--- config.mk ---
export PLATFORM = sky130hd
export DESIGN_NAME = rsplit_top
export DESIGN_NICKNAME = d
export VERILOG_FILES = /design/src/rtl/rsplit_pkg.sv /design/src/rtl/rsplit_decode.sv /design/src/rtl/rsplit_chunk.sv /design/src/rtl/rsplit_top.sv
export SDC_FILE = /design/constraint.sdc
export NUM_CORES = 1
export LEC_CHECK = 0
export BUFFER_PORTS_ARGS = -buffer_cell sky130_fd_sc_hd__buf_4
export CAP_MARGIN = 25
export CORE_ASPECT_RATIO = 0.8
export CORE_MARGIN = 2
export CORE_UTILIZATION = 30
export DETAILED_ROUTE_END_ITERATION = 7
export MAX_ROUTING_LAYER = met4
export PLACE_DENSITY = 0.48
export SYNTH_ARGS = -nofsm -noshare
export SYNTH_HDL_FRONTEND = slang
export SYNTH_SLANG_ARGS = --single-unit
export TNS_END_PERCENT = 50
--- constraint.sdc ---
create_clock -name clk -period 5.05 [get_ports clk]
set_input_delay 1.01 -clock clk [delete_from_list [all_inputs] [get_ports clk]]
set_output_delay 1.01 -clock clk [all_outputs]
set_load 0.01 [all_outputs]
--- src/rtl/rsplit_pkg.sv ---
package rsplit_pkg;
    localparam int ROW_W     = 12;
    localparam int BANK_W    = 2;
    localparam int PAGE_W    = ROW_W + BANK_W;
    localparam int COL_BASE  = 8;
    localparam int N_COLSEL  = 4;
    localparam int COL_MAX   = COL_BASE + N_COLSEL - 1;
    localparam int SEL_W     = $clog2(N_COLSEL);

    typedef enum logic [1:0] {
        ST_IDLE  = 2'd0,
        ST_ISSUE = 2'd1,
        ST_DONE  = 2'd2
    } split_st_e;
endpackage

--- src/rtl/rsplit_decode.sv ---
module rsplit_decode
    import rsplit_pkg::*;
#(
    parameter int ADDR_W = 26
) (
    input  logic [ADDR_W-1:0]  addr_i,
    input  logic [SEL_W-1:0]   sel_i,
    output logic [COL_MAX-1:0] col_o,
    output logic [PAGE_W-1:0]  page_o
);
    logic [COL_MAX-1:0] col_v  [N_COLSEL];
    logic [PAGE_W-1:0]  page_v [N_COLSEL];

    // One slicing variant per column width; the page index is {row, bank}.
    for (genvar g = 0; g < N_COLSEL; g++) begin : g_var
        localparam int CW = COL_BASE + g;
        assign col_v[g]  = COL_MAX'(addr_i[CW-1:0]);
        assign page_v[g] = addr_i[CW+PAGE_W-1:CW];
    end

    assign col_o  = col_v[sel_i];
    assign page_o = page_v[sel_i];
endmodule

--- src/rtl/rsplit_chunk.sv ---
module rsplit_chunk
    import rsplit_pkg::*;
#(
    parameter int LEN_W = 9
) (
    input  logic [LEN_W:0]     rem_i,
    input  logic [COL_MAX-1:0] col_i,
    input  logic [SEL_W-1:0]   sel_i,
    input  logic               wrap_i,
    output logic [LEN_W:0]     sub_o,
    output logic               last_o
);
    localparam int CNT_W  = LEN_W + 1;
    localparam int PSZ_W  = COL_MAX + 1;
    localparam int CALC_W = (CNT_W > PSZ_W) ? CNT_W : PSZ_W;

    logic [PSZ_W-1:0]  psize;
    logic [PSZ_W-1:0]  room;
    logic [CALC_W-1:0] room_c;
    logic [CALC_W-1:0] rem_c;
    logic [CALC_W-1:0] sub_c;

    always_comb begin
        psize  = PSZ_W'(1) << (COL_BASE + int'(sel_i));
        room   = psize - {1'b0, col_i};
        room_c = CALC_W'(room);
        rem_c  = CALC_W'(rem_i);
        sub_c  = (wrap_i || (rem_c <= room_c)) ? rem_c : room_c;
        sub_o  = CNT_W'(sub_c);
        last_o = (sub_o == rem_i);
    end
endmodule

--- src/rtl/rsplit_top.sv ---
module rsplit_top
    import rsplit_pkg::*;
#(
    parameter int ADDR_W = 26,
    parameter int LEN_W  = 9
) (
    input  logic               clk,
    input  logic               rst_n,
    input  logic [SEL_W-1:0]   cfg_col_sel,
    input  logic               up_req_i,
    input  logic [ADDR_W-1:0]  up_addr_i,
    input  logic [LEN_W-1:0]   up_len_i,
    input  logic               up_wr_i,
    input  logic               up_wrap_i,
    output logic               up_ack_o,
    output logic               dn_req_o,
    output logic [ROW_W-1:0]   dn_row_o,
    output logic [BANK_W-1:0]  dn_bank_o,
    output logic [COL_MAX-1:0] dn_col_o,
    output logic [LEN_W-1:0]   dn_len_o,
    output logic               dn_wr_o,
    output logic               dn_wrap_o,
    input  logic               dn_ack_i
);
    localparam int CNT_W = LEN_W + 1;

    typedef struct packed {
        split_st_e          st;
        logic [SEL_W-1:0]   sel;
        logic [COL_MAX-1:0] col;
        logic [PAGE_W-1:0]  page;
        logic [CNT_W-1:0]   rem;
        logic               wr;
        logic               wrap;
    } split_regs_t;

    split_regs_t r_q, r_d;

    logic [COL_MAX-1:0] dec_col;
    logic [PAGE_W-1:0]  dec_page;
    logic [CNT_W-1:0]   sub_cnt;
    logic               sub_last;

    rsplit_decode #(.ADDR_W(ADDR_W)) u_decode (
        .addr_i (up_addr_i),
        .sel_i  (cfg_col_sel),
        .col_o  (dec_col),
        .page_o (dec_page)
    );

    rsplit_chunk #(.LEN_W(LEN_W)) u_chunk (
        .rem_i  (r_q.rem),
        .col_i  (r_q.col),
        .sel_i  (r_q.sel),
        .wrap_i (r_q.wrap),
        .sub_o  (sub_cnt),
        .last_o (sub_last)
    );

    always_comb begin
        r_d = r_q;
        unique case (r_q.st)
            ST_IDLE: begin
                if (up_req_i) begin
                    r_d.st   = ST_ISSUE;
                    r_d.sel  = cfg_col_sel;
                    r_d.col  = dec_col;
                    r_d.page = dec_page;
                    r_d.rem  = CNT_W'(up_len_i) + CNT_W'(1);
                    r_d.wr   = up_wr_i;
                    r_d.wrap = up_wrap_i;
                end
            end
            ST_ISSUE: begin
                if (dn_ack_i) begin
                    if (sub_last) begin
                        r_d.st = ST_DONE;
                    end else begin
                        r_d.col  = '0;
                        r_d.page = r_q.page + PAGE_W'(1);
                        r_d.rem  = r_q.rem - sub_cnt;
                    end
                end
            end
            default: begin
                r_d.st = ST_IDLE;
            end
        endcase
    end

    always_ff @(posedge clk or negedge rst_n) begin
        if (!rst_n) begin
            r_q <= '{st: ST_IDLE, default: '0};
        end else begin
            r_q <= r_d;
        end
    end

    assign up_ack_o  = (r_q.st == ST_DONE);
    assign dn_req_o  = (r_q.st == ST_ISSUE);
    assign dn_col_o  = r_q.col;
    assign dn_bank_o = r_q.page[BANK_W-1:0];
    assign dn_row_o  = r_q.page[PAGE_W-1:BANK_W];
    assign dn_len_o  = LEN_W'(sub_cnt - CNT_W'(1));
    assign dn_wr_o   = r_q.wr;
    assign dn_wrap_o = r_q.wrap;
endmodule

# Word-level counts from Yosys, hierarchy flattened
# Cells that the tools add are included.
[totals]
register_bits = 41
latch_bits = 0
ramBits = 0
rom_bits = 0
input_bits = 43
output_inout_bits = 38
wordCells = 44
mem_count = 0
[classes]
n_addsub = 6
n_mul = 0
div = 0
n_lt_le_gt_ge = 2
n_eq_ne = 7
shifts = 1
muxes = 14
bitwise_logic = 1
n_reduce_logical = 6
[op_table]
columns = ["op", "n"]
rows = [
  ["two-way mux 35 bit", 2],
  ["one-hot mux 35 bit (2 select lines)", 1],
  ["two-way mux 41 bit", 1],
  ["<< shifter 1 x 32 -> 12 bit, first input constant", 1],
  ["binary-select mux 14 bit (select 2 bit)", 1],
  ["two-way mux 14 bit", 2],
  ["binary-select mux 11 bit (select 2 bit)", 1],
  ["two-way mux 11 bit", 2],
  ["adder 14 x 1 -> 14 bit, second input constant", 1],
  ["less-or-equal comparator 10 x 12 -> 1 bit", 1],
  ["subtractor 12 x 11 -> 12 bit", 1],
  ["adder 9 x 1 -> 10 bit, second input constant", 1],
  ["== test 10 bit", 1],
  ["two-way mux 10 bit", 1],
  ["subtractor 10 bit", 1],
  ["subtractor 9 x 1 -> 9 bit, second input constant", 1],
  ["adder 4 x 2 -> 5 bit, first input constant", 1],
  ["two-way mux 2 bit", 2],
  ["!= test 2 x 1 -> 1 bit, second input constant", 2],
  ["!= test 2 bit, second input constant", 2],
  ["one-hot mux 2 bit (2 select lines)", 1],
  ["AND reduction 4 bit", 1],
  ["greater-or-equal comparator 3 bit, second input constant", 1],
  ["inverter 2 -> 3 bit", 1],
  ["7 further kinds", 7],
]

# Logic depth before layout (Yosys ltp)
# Gate-level depths: netlist of the first run.
[logic_depth]
word_depth = 10
depth_mapped = 24
ltp_nobuf = 22

# Modules after synthesis
# From an unflattened synthesis of the first run, not the netlist that was laid out.
[unflattened]
hier_cells = 517
area_unflattened_um2 = 4374.2
[modules_own_cells]
columns = ["module", "n_inst", "cells_per_inst", "area_per_inst_um2", "seq_area_each_um2"]
rows = [
  ["rsplit_top", 1, 365, 2935.3, 1026.0],
  ["rsplit_chunk", 1, 123, 967.2, 0.0],
  ["rsplit_decode", 1, 29, 471.7, 0.0],
]

# Worst setup path before layout of the first run
# OpenSTA, ideal clock, no wires.
[synth_timing]
path_type = "flip-flop to flip-flop"
startpoint = "reg r_q, in the netlist dn_col_o[0]"
endpoint = "reg r_q, in the netlist dn_col_o[2]"
setup_ps = 83
t_arrival_ps = 4713
required_ps = 4967
path_slack_ps = 254
stages_incl_launch_ff = 22
path_buffers = 3
synth_period_minus_slack_ps = 4796
cell_sequence = "dfrtp_1 -> nor4_4 -> a31oi_1 -> xnor2_1 -> inv_1 -> ha_1 -> a211o_1 -> a2111oi_0 -> or3_4 -> nor2_2 -> buf_6 -> mux2i_1 -> inv_1 -> ha_1 -> nand4_1 -> or2_2 -> a31oi_1 -> o21a_1 -> buf_2 -> buf_1 -> nand2_1 -> o21ai_0"
[synth_via]
elab_chain_cells = 7
[synth_rtl]
columns = ["item", "line_no", "text"]
rows = [
  ["from (decl)", "rsplit_top.sv:37", "split_regs_t r_q, r_d;"],
  ["from (signal assigned)", "rsplit_top.sv:95", "r_q <= r_d;"],
  ["subtractor 12 x 11 -> 12 bit *", "rsplit_chunk.sv:25", "room = psize - {1'b0, col_i};"],
  ["less-or-equal comparator 10 x 12 -> 1 bit", "rsplit_chunk.sv:28", "sub_c = (wrap_i || (rem_c <= room_c)) ? rem_c : room_c;"],
  ["logical OR 1 bit", "rsplit_chunk.sv:28", ""],
  ["two-way mux 10 bit *", "rsplit_chunk.sv:28", ""],
  ["== test 10 bit *", "rsplit_chunk.sv:30", "last_o = (sub_o == rem_i);"],
  ["!= test 2 bit (no source line) *", "--", ""],
  ["AND reduction 4 bit (no source line) *", "--", ""],
]
# Every way passes the cells marked *; elsewhere a longest branch is shown, timed or not.
# A chain may end at the register's enable or synchronous reset.

# Worst setup path after layout of the first run
[layout_timing]
startpoint = "reg r_q, in the netlist dn_col_o[1]"
endpoint = "out dn_len_o[8]"
[layout_via]
elab_chain_cells = 5
[layout_rtl]
columns = ["item", "line_no", "text"]
rows = [
  ["subtractor 12 x 11 -> 12 bit *", "rsplit_chunk.sv:25", ""],
  ["less-or-equal comparator 10 x 12 -> 1 bit", "rsplit_chunk.sv:28", ""],
  ["logical OR 1 bit", "rsplit_chunk.sv:28", ""],
  ["two-way mux 10 bit *", "rsplit_chunk.sv:28", ""],
  ["subtractor 9 x 1 -> 9 bit *", "rsplit_top.sv:104", "assign dn_len_o = LEN_W'(sub_cnt - CNT_W'(1));"],
  ["to (decl)", "rsplit_top.sv:20", "output logic [LEN_W-1:0] dn_len_o,"],
]
# Marks and branches as above.

==> flow_summary_export.csv, run 1 <==
group,metric,value,unit
cts,clk_path_buf_depth,2,
sta,period_share,99.8,%
sta,period_needed,5.04,ns
logic_synthesis,syn-instance-count,510,
die,dieArea,0.0145,mm²
placement,gp_congestion,0.901,
logic_synthesis,yosysWarnings,0,
worst_setup_path,setup.worst_path.end_class,"primary output",
job,max_cap_viol_count,0,
die,io_pins,81,
die,chipWidth,134,µm
worst_setup_path,ff2ff_path_depth,23,
min_path,hp-start,"r_q[40]",
cts,clk_pin_slew_worst_paths,0.07,ns
min_path,worst_hold_path.endpoint,"r_q[39]",
worst_setup_path,crit_required,4.04,ns
logic_synthesis,synth_area_leaders,"dfrtp_1 25%, ha_1 7.4%, o21ai_0 6.2%",
finish,final_nets,674,
finish,final_common_cell,"buf_4",
route,via_count,4122,
worst_setup_path,arrival,4.03,ns
route,route.met2.wl,5740,µm
placement,hpwl,9590,µm
placement,port_buffers,79,
min_path,hp-class,"reg2reg",
logic_synthesis,ys.flop_type,"dfrtp_1",
cts,cts_made_buffers,5,
sta,max_freq,198,MHz
route,drtIter0Drc,332,
logic_synthesis,avgSynthCellArea,7.95,µm²
placement,dpl_worst_slack,0.0539,ns
route,wl,13100,µm
finish,n_antenna_cell,0,
worst_setup_path,reg2reg_to,"r_q[10]",
route,ant_nets,0,
route,top_layer_used,"met4",
die,coreArea,0.0130,mm²
finish,final_cell_mix,"132 x buf_4, 50 x nand2_1, 49 x o21ai_0",
route,viasPerCell,5.27,
worst_setup_path,cp-start-kind,"flop",
die,initial_core_util,31.2,%
die,row_count,37,
sta,worst_slew_pin_slew,0.689,ns
sta,finalHoldViolCount,0,
logic_synthesis,ys_ff_latch,41,
route,routedWlPerCell,16.7,µm
logic_synthesis,synth_edf_count,0,
cts,clock-root-buffer,"clkbuf_16",
logic_synthesis,synth_nets,578,
worst_setup_path,r2r_start,"dn_col_o[1]",
sta,final.setup_skew,0.00918,ns
sta,rsz0062_at_grt,"yes",
cts,cts_sinks,41,
finish,drive_gt1_share,34.1,%
logic_synthesis,async_flop_share,100,%
logic_synthesis,synth_top_cell_area_share,25.3,%
global_routing,overflow,0,
run_status,status,"finished, final reports clean",
logic_synthesis,netlist_area,0.00406,mm²
global_routing,first_global_vias,3785,
min_path,whs_path_depth,1,
logic_synthesis,yosysUniqueCellTypes,63,
logic_synthesis,yosysSeqAreaShare,25.3,%
route,drc_errors,0,
finish,syn_to_final_growth,35.0,%
die,die_y,108,µm
global_routing,antenna_found_initial,0,
sta,setup-violations-final,0,
sta,maxSlewViolCount,0,
route,drt-pass1-iter-count,5,
logic_synthesis,yosysTopAreaCell,"dfrtp_1",
route,wl_met1,6390,µm
cts,htreeDepth,2,
route,wl_met3,804,µm
worst_setup_path,r2r_slack,0.07,ns
sta,worst_slack,0.00905,ns
worst_setup_path,crit_fanout,6,
global_routing,track_usage,18.4,%
cts,clk_latency,0.29,ns
cts,ctsHoldBuffers,0,
sta,maxSlewHeadroom,53.9,%
global_routing,grt_max_degree,42,
worst_setup_path,path_class,"reg2out",
global_routing,grt_pass1_wl,20300,µm
sta,whs,0.467,ns
cts,cts_tree,"done",
[worst max-delay path by stage]
| stage | startpoint | end | depth (start not counted) |
|---|---|---|---|
| after floorplan | dn_col_o[0] | dn_col_o[2] | 21 |
| after global placement | dn_col_o[1] | r_q[9] | 20 |
| after detailed placement | dn_col_o[1] | dn_len_o[8] | 15 |
| after CTS | dn_col_o[0] | dn_len_o[8] | 16 |
| after global routing | dn_col_o[1] | r_q[10] | 23 |
| final | dn_col_o[1] | dn_len_o[8] | 17 |
[kinds of logic after synthesis]
family                   count (synthesis)  synth area share [%]
AO/OA/AOI/OAI                          136                  20.5
multiplexers                            32                  8.55
XOR/XNOR                                24                  5.18
AND/OR/NAND/NOR                        177                  23.1
buffers and inverters                   75                  9.50
adder cells (fa/ha/maj)                 25                  7.90
flip-flops                              41                  25.3
[sequential cells by signal (all words and copies together) (netlist names)]
| name | count |
|---|---|
| dn_bank_o | 2 |
| dn_col_o | 11 |
| dn_row_o | 12 |
| dn_wr_o | 1 |
| dn_wrap_o | 1 |
| r_q | 14 |
[area by class of cell]
| class | count | area [µm²] |
|---|---|---|
| clock inverters | 1 | 7.51 |
| fillers | 1315 | 7540 |
| clock buffers | 7 | 133 |
| inverters | 25 | 93.8 |
| repair buffers | 139 | 1090 |
| well taps | 175 | 219 |
| flip-flops and latches | 41 | 1030 |
| multi-input cells | 394 | 2900 |
[worst max-delay path, stage by stage, from the launching register on]
cell and delay [ns]:
dfrtp_2 0.44, inv_2 0.08, ha_4 0.14, nor3b_4 0.36, nand2_2 0.11, xnor2_2 0.23
ha_1 0.28, nand4_1 0.13, or3_1 0.13, o211ai_1 0.11, or3_4 0.44, nor2_4 0.26
buf_4 0.16, buf_4 0.10, mux2_4 0.33, nand4_1 0.11, xor2_1 0.18, buf_4 0.15
[stage by stage]
stage | instances | TNS, ns | instance area [µm²] | util [%]
after detailed placement | 749 | 0 | 4850 | 37.3
after floorplan | 510 | 0 | 4060 | -
final | 782 | 0 | 5470 | 42.1
after global routing | 782 | -2.34 | 5470 | 42.1
after CTS | 766 | 0 | 5090 | 39.2
after global placement | 749 | 0 | 4850 | 37.3
[layer usage]
layer  vias to the layer above  global-route usage (%)
met4                         0                    4.41
met2                       129                    26.8
met5                         -                       -
li1                       2013                       -
met3                        13                    2.44
met1                      1967                    26.9
[cells in the mapped netlist (3+ instances only)]
master	number
nor2b_1	7
dfrtp_1	41
nand3_1	15
a31oi_1	9
a211oi_1	5
nand4_1	10
and3_1	10
xor2_1	10
or4_1	3
a21oi_1	33
nor3_1	10
o22ai_1	3
xnor2_1	14
nand2_1	52
or2_2	3
mux2i_1	20
o21a_1	5
ha_1	24
and4_1	4
clkbuf_1	21
mux2_2	11
a32oi_1	4
nor3b_1	3
nand2b_1	5
o21ai_0	50
buf_4	25
nor2_1	33
and2_1	7
inv_1	23
a22oi_1	3
[timing repair]
action	CTS	global route
setup endpoints to repair	7	43
gates resized for setup	10	47
endpoints found under the hold margin	0	0
gates cloned	0	1
pin swaps	3	29
buffers inserted	9	14
Power of run 1 is left out: the tool's default activity adds up to more than one toggle a clock period on the data nets, which glitch-free logic cannot reach.
==> run 2, diff against run 1 <==
==> constraint.sdc (replaced) <==
create_clock -name clk -period 5.05 [get_ports clk]
set_input_delay 0.7575 -clock clk [delete_from_list [all_inputs] [get_ports clk]]
set_output_delay 0.7575 -clock clk [all_outputs]
set_load 0.01 [all_outputs]
==> flow_summary_export.csv, run 2 (synthesis results as in run 1) <==
group,metric,value,unit
cts,clk_pin_slew_worst_paths,0.07,ns
worst_setup_path,r2r_slack,0.24,ns
sta,max_freq,206,MHz
worst_setup_path,cp-start-kind,"flop",
sta,worst_slew_pin_slew,0.857,ns
sta,final.setup_skew,0.00636,ns
sta,worst_slack,0.204,ns
finish,n_antenna_cell,0,
min_path,hp-class,"in2async",
cts,clock-root-buffer,"clkbuf_16",
sta,period_needed,4.85,ns
die,die_y,108,µm
route,viasPerCell,5.21,
finish,final_common_cell,"buf_4",
route,wl,12300,µm
finish,nFillCells,1346,
route,drc_errors,0,
route,ant_nets,0,
route,drt-pass1-iter-count,5,
worst_setup_path,crit_fanout,7,
worst_setup_path,crit_required,4.29,ns
sta,maxSlewHeadroom,42.7,%
global_routing,first_global_vias,3564,
worst_setup_path,arrival,4.09,ns
finish,final_cell_mix,"115 x buf_4, 52 x nand2_1, 50 x o21ai_0",
global_routing,grt_pass1_wl,19300,µm
global_routing,track_usage,17.5,%
sta,period_share,96.0,%
route,drtIter0Drc,263,
cts,ctsHoldBuffers,0,
run_status,status,"finished, final reports clean",
placement,gp_congestion,0.909,
worst_setup_path,path_class,"reg2out",
sta,finalHoldViolCount,0,
route,routedWlPerCell,16.1,µm
finish,drive_gt1_share,27.9,%
worst_setup_path,setup.worst_path.end_class,"primary output",
die,chipWidth,134,µm
finish,syn_to_final_growth,27.2,%
placement,dpl_worst_slack,0.0269,ns
finish,largest_register,"r_q",
placement,placed_area,0.00484,mm²
die,dieArea,0.0145,mm²
job,max_cap_viol_count,0,
cts,cts_sinks,41,
cts,cts_made_buffers,5,
global_routing,overflow,0,
sta,setup-violations-final,0,
finish,design_area,0.00516,mm²
die,initial_core_util,31.2,%
placement,port_buffers,79,
die,io_pins,81,
die,coreArea,0.0130,mm²
sta,rsz0062_at_grt,"yes",
global_routing,antenna_found_initial,0,
route,via_count,3963,
cts,clk_path_buf_depth,2,
cts,clk_latency,0.29,ns
finish,final_nets,652,
placement,hpwl,9590,µm
finish,largest_reg_flops,14,
cts,cts_tree,"done",
sta,maxSlewViolCount,0,
global_routing,grt_max_degree,42,
die,row_count,37,
cts,htreeDepth,2,
-- run 2: what timing repair did --
| item | 4_1_cts | 5_1_grt |
|---|---|---|
| buffers inserted | 0 | 4 |
| hold endpoints to repair | 0 | 0 |
| pin swaps | 0 | 6 |
| endpoints found under the setup margin | 2 | 42 |
| gates resized for setup | 1 | 21 |
-- run 2: critical path, stage by stage (launching register included) --
cell and delay [ns]:
dfrtp_2 0.44, nor4_4 0.42, nor2b_4 0.24, xnor2_2 0.14
inv_1 0.11, ha_4 0.28, nand4_1 0.12, a31oi_1 0.21
a2111oi_2 0.07, or3_4 0.41, nor2_4 0.25, buf_6 0.19
mux2_2 0.35, and2_1 0.17, nand4_1 0.10, xor2_1 0.17
buf_4 0.14
-- run 2: worst paths after layout --
path / from / endpoint / depth (start not counted)
setup / recovery: dn_col_o[0] / dn_len_o[7] / 16
hold / removal: rst_n / dn_row_o[9] / 1
setup reg to reg: dn_col_o[0] / r_q[10] / 18
hold reg to reg: r_q[40] / r_q[39] / 1
max in group asynchronous: rst_n / dn_col_o[0] / 1
min in group clk: r_q[40] / r_q[39] / 1
-- run 2: stage by stage --
stage                     hold slack, ns  util [%]  instances  TNS [ns]
after floorplan                    0.432         -        510         0
after global placement             0.453      37.2        748         0
after detailed placement           0.460      37.2        748         0
after CTS                          0.469      38.5        756         0
after global routing               0.511      39.6        760    -0.308
final                              0.451      39.6        760         0
-- run 2: area by class of cell --
type	instances	area (µm²)	area share (%)
multi-input combinational	394	2760	53.5
inverter	25	93.8	1.82
timing repair buffer	117	895	17.3
sequential	41	1030	19.9
clock inverter	1	8.76	0.170
tap	175	219	4.25
clock buffer	7	153	2.96
-- run 2: routing by layer --
layer / vias to the layer above / wire length [µm] / GRT usage [%] / share of wire [%]
li1: 1968 / - / - / -
met1: 1883 / 6090 / 25.4 / 50
met2: 106 / 5380 / 25.5 / 44
met3: 6 / 680 / 2.81 / 5.5
met4: 0 / 116 / 3.72 / 0.95
met5: - / 0 / - / 0
Power of run 2 is left out for the same reason.
==> run 3, diff against run 2 <==
--- a/config.mk
+++ b/config.mk
@@ -7,12 +7,15 @@
 export LEC_CHECK = 0
 export BUFFER_PORTS_ARGS = -buffer_cell sky130_fd_sc_hd__buf_4
 export CAP_MARGIN = 25
+export CELL_PAD_IN_SITES_DETAIL_PLACEMENT = 1
+export CELL_PAD_IN_SITES_GLOBAL_PLACEMENT = 2
 export CORE_ASPECT_RATIO = 0.8
 export CORE_MARGIN = 2
-export CORE_UTILIZATION = 30
+export CORE_UTILIZATION = 29
 export DETAILED_ROUTE_END_ITERATION = 7
 export MAX_ROUTING_LAYER = met4
-export PLACE_DENSITY = 0.48
+export PLACE_DENSITY = 0.75
+export SETUP_SLACK_MARGIN = 0.5
 export SYNTH_ARGS = -nofsm -noshare
 export SYNTH_HDL_FRONTEND = slang
 export SYNTH_SLANG_ARGS = --single-unit
==> flow_summary_export.csv, run 3 (synthesis results as in run 1) <==
group,metric,value,unit
run_status,status,"finished, final reports clean",
route,drtIter0Drc,149,
sta,whs,0.462,ns
cts,cts_made_buffers,5,
global_routing,grt_pass1_wl,25100,µm
route,top_layer_used,"met4",
finish,syn_to_final_growth,52.8,%
cts,clk_latency,0.29,ns
worst_setup_path,setup.worst_path.end_class,"primary output",
sta,period_needed,4.89,ns
worst_setup_path,crit_required,4.29,ns
worst_setup_path,r2r_start,"dn_col_o[3]",
finish,register_area,0.00103,mm²
worst_setup_path,arrival,4.14,ns
global_routing,antenna_found_initial,0,
worst_setup_path,path_class,"reg2out",
finish,nFillCells,1602,
route,drc_errors,0,
sta,maxSlewViolCount,0,
placement,port_buffers,79,
sta,period_share,96.9,%
sta,finalHoldViolCount,0,
die,chipWidth,136,µm
placement,gp_congestion,0.867,
sta,maxSlewHeadroom,59.7,%
route,viasPerCell,5.40,
route,routedWlPerCell,20.1,µm
finish,largest_register,"r_q",
die,dieArea,0.0150,mm²
die,coreArea,0.0136,mm²
worst_setup_path,crit_start,"dn_col_o[3]",
finish,design_area,0.00620,mm²
global_routing,track_usage,22.6,%
cts,htreeDepth,2,
sta,max_freq,204,MHz
sta,setup-violations-final,0,
route,wl_met3,624,µm
route,wl_met1,7490,µm
route,route.met2.wl,8070,µm
sta,rsz0062_at_grt,"yes",
global_routing,overflow,0,
cts,cts_tree,"done",
finish,final_core_util,45.6,%
die,initial_core_util,29.8,%
worst_setup_path,crit_end,"dn_len_o[8]",
die,die_y,110,µm
finish,drive_gt1_share,43.3,%
worst_setup_path,reg2reg_to,"r_q[10]",
min_path,hp-class,"in2async",
global_routing,first_global_vias,4594,
global_routing,grt_max_degree,42,
worst_setup_path,cp-start-kind,"flop",
sta,worst_slew_pin_slew,0.597,ns
worst_setup_path,ff2ff_path_depth,23,
finish,largest_reg_flops,14,
placement,placed_area,0.00486,mm²
cts,cts_sinks,41,
finish,final_cell_mix,"144 x buf_4, 48 x nand2_1, 36 x dfrtp_1",
cts,clock-root-buffer,"clkbuf_16",
finish,n_antenna_cell,0,
route,wl,16600,µm
worst_setup_path,crit_fanout,8,
job,max_cap_viol_count,0,
placement,hpwl,10800,µm
cts,clk_pin_slew_worst_paths,0.07,ns
route,ant_nets,0,
finish,multi_input_area,0.00314,mm²
finish,final_common_cell,"buf_4",
die,row_count,38,
route,via_count,4441,
sta,final.setup_skew,0.00742,ns
worst_setup_path,r2r_slack,0.18,ns
cts,clk_path_buf_depth,2,
die,io_pins,81,
route,drt-pass1-iter-count,4,
finish,final_nets,709,
==> run 3: cell types whose count changed in the layout (fill, tap and decap cells not counted), moves of 5 or more <==
cell | previous run | this run
o21ai_0 | 50 | 26
ha_4 | 2 | 8
buf_6 | 1 | 15
buf_4 | 115 | 144
nor2_1 | 33 | 28
ha_1 | 21 | 15
nor2_2 | 1 | 6
o21ai_1 | 0 | 12
o21ai_2 | 0 | 12
buf_16 | 0 | 5
mux2i_4 | 1 | 6
==> run 3: how the worst min path moves through the flow <==
stage / startpoint / endpoint / slack, ns / cells past startpoint
floorplan: r_q[40] / r_q[39] / 0.43 / 1
global placement: r_q[40] / r_q[39] / 0.44 / 1
detailed placement: r_q[40] / r_q[39] / 0.46 / 1
CTS: r_q[40] / r_q[39] / 0.47 / 1
global route: r_q[40] / r_q[39] / 0.49 / 1
finish: rst_n / dn_col_o[2] / 0.46 / 1
==> run 3: cell type report <==
type | count | share of cell area [%]
repair buffers | 174 | 25.2
multi-input cells | 394 | 50.6
clock buffers | 5 | 2.02
well taps | 180 | 3.63
clock inverters | 3 | 0.283
flip-flops and latches | 41 | 16.7
inverters | 25 | 1.55
==> run 3: metal layers <==
layer	vias to the layer above	GRT usage [%]
li1	2083	-
met1	2234	28.7
met2	93	38.2
met3	31	3.23
met4	0	5.36
met5	-	-
==> run 3: what timing repair did <==
item / CTS / global route
buffers inserted: 49 / 11
gates cloned: 5 / 1
hold buffers: 0 / 0
resized for setup: 93 / 43
pin swaps: 34 / 15
endpoints found under the setup margin: 46 / 44
==> run 3: critical path, stage by stage, from the launching register on <==
cell and delay [ns]:
dfrtp_2 0.43, nor4_4 0.29, buf_4 0.19, buf_6 0.10
nand3b_1 0.12, xnor2_2 0.19, ha_1 0.33, nand4_1 0.13
a31oi_2 0.22, a2111oi_4 0.05, or3_4 0.42, nor2_4 0.14
buf_12 0.15, mux2i_4 0.24, buf_4 0.17, ha_4 0.16
nand4_1 0.13, xor2_1 0.21, buf_4 0.16
==> run 3: stage by stage <==
step	worst slack, ns	TNS, ns	cells
6_report	0.156	0	822
3_5_place_dp	-0.132	-0.896	746
4_1_cts	0.281	0	808
5_1_grt	-0.0308	-0.0308	822
2_1_floorplan	0.503	0	510
3_3_place_gp	0.0945	0	745
Power of run 3 is left out for the same reason.
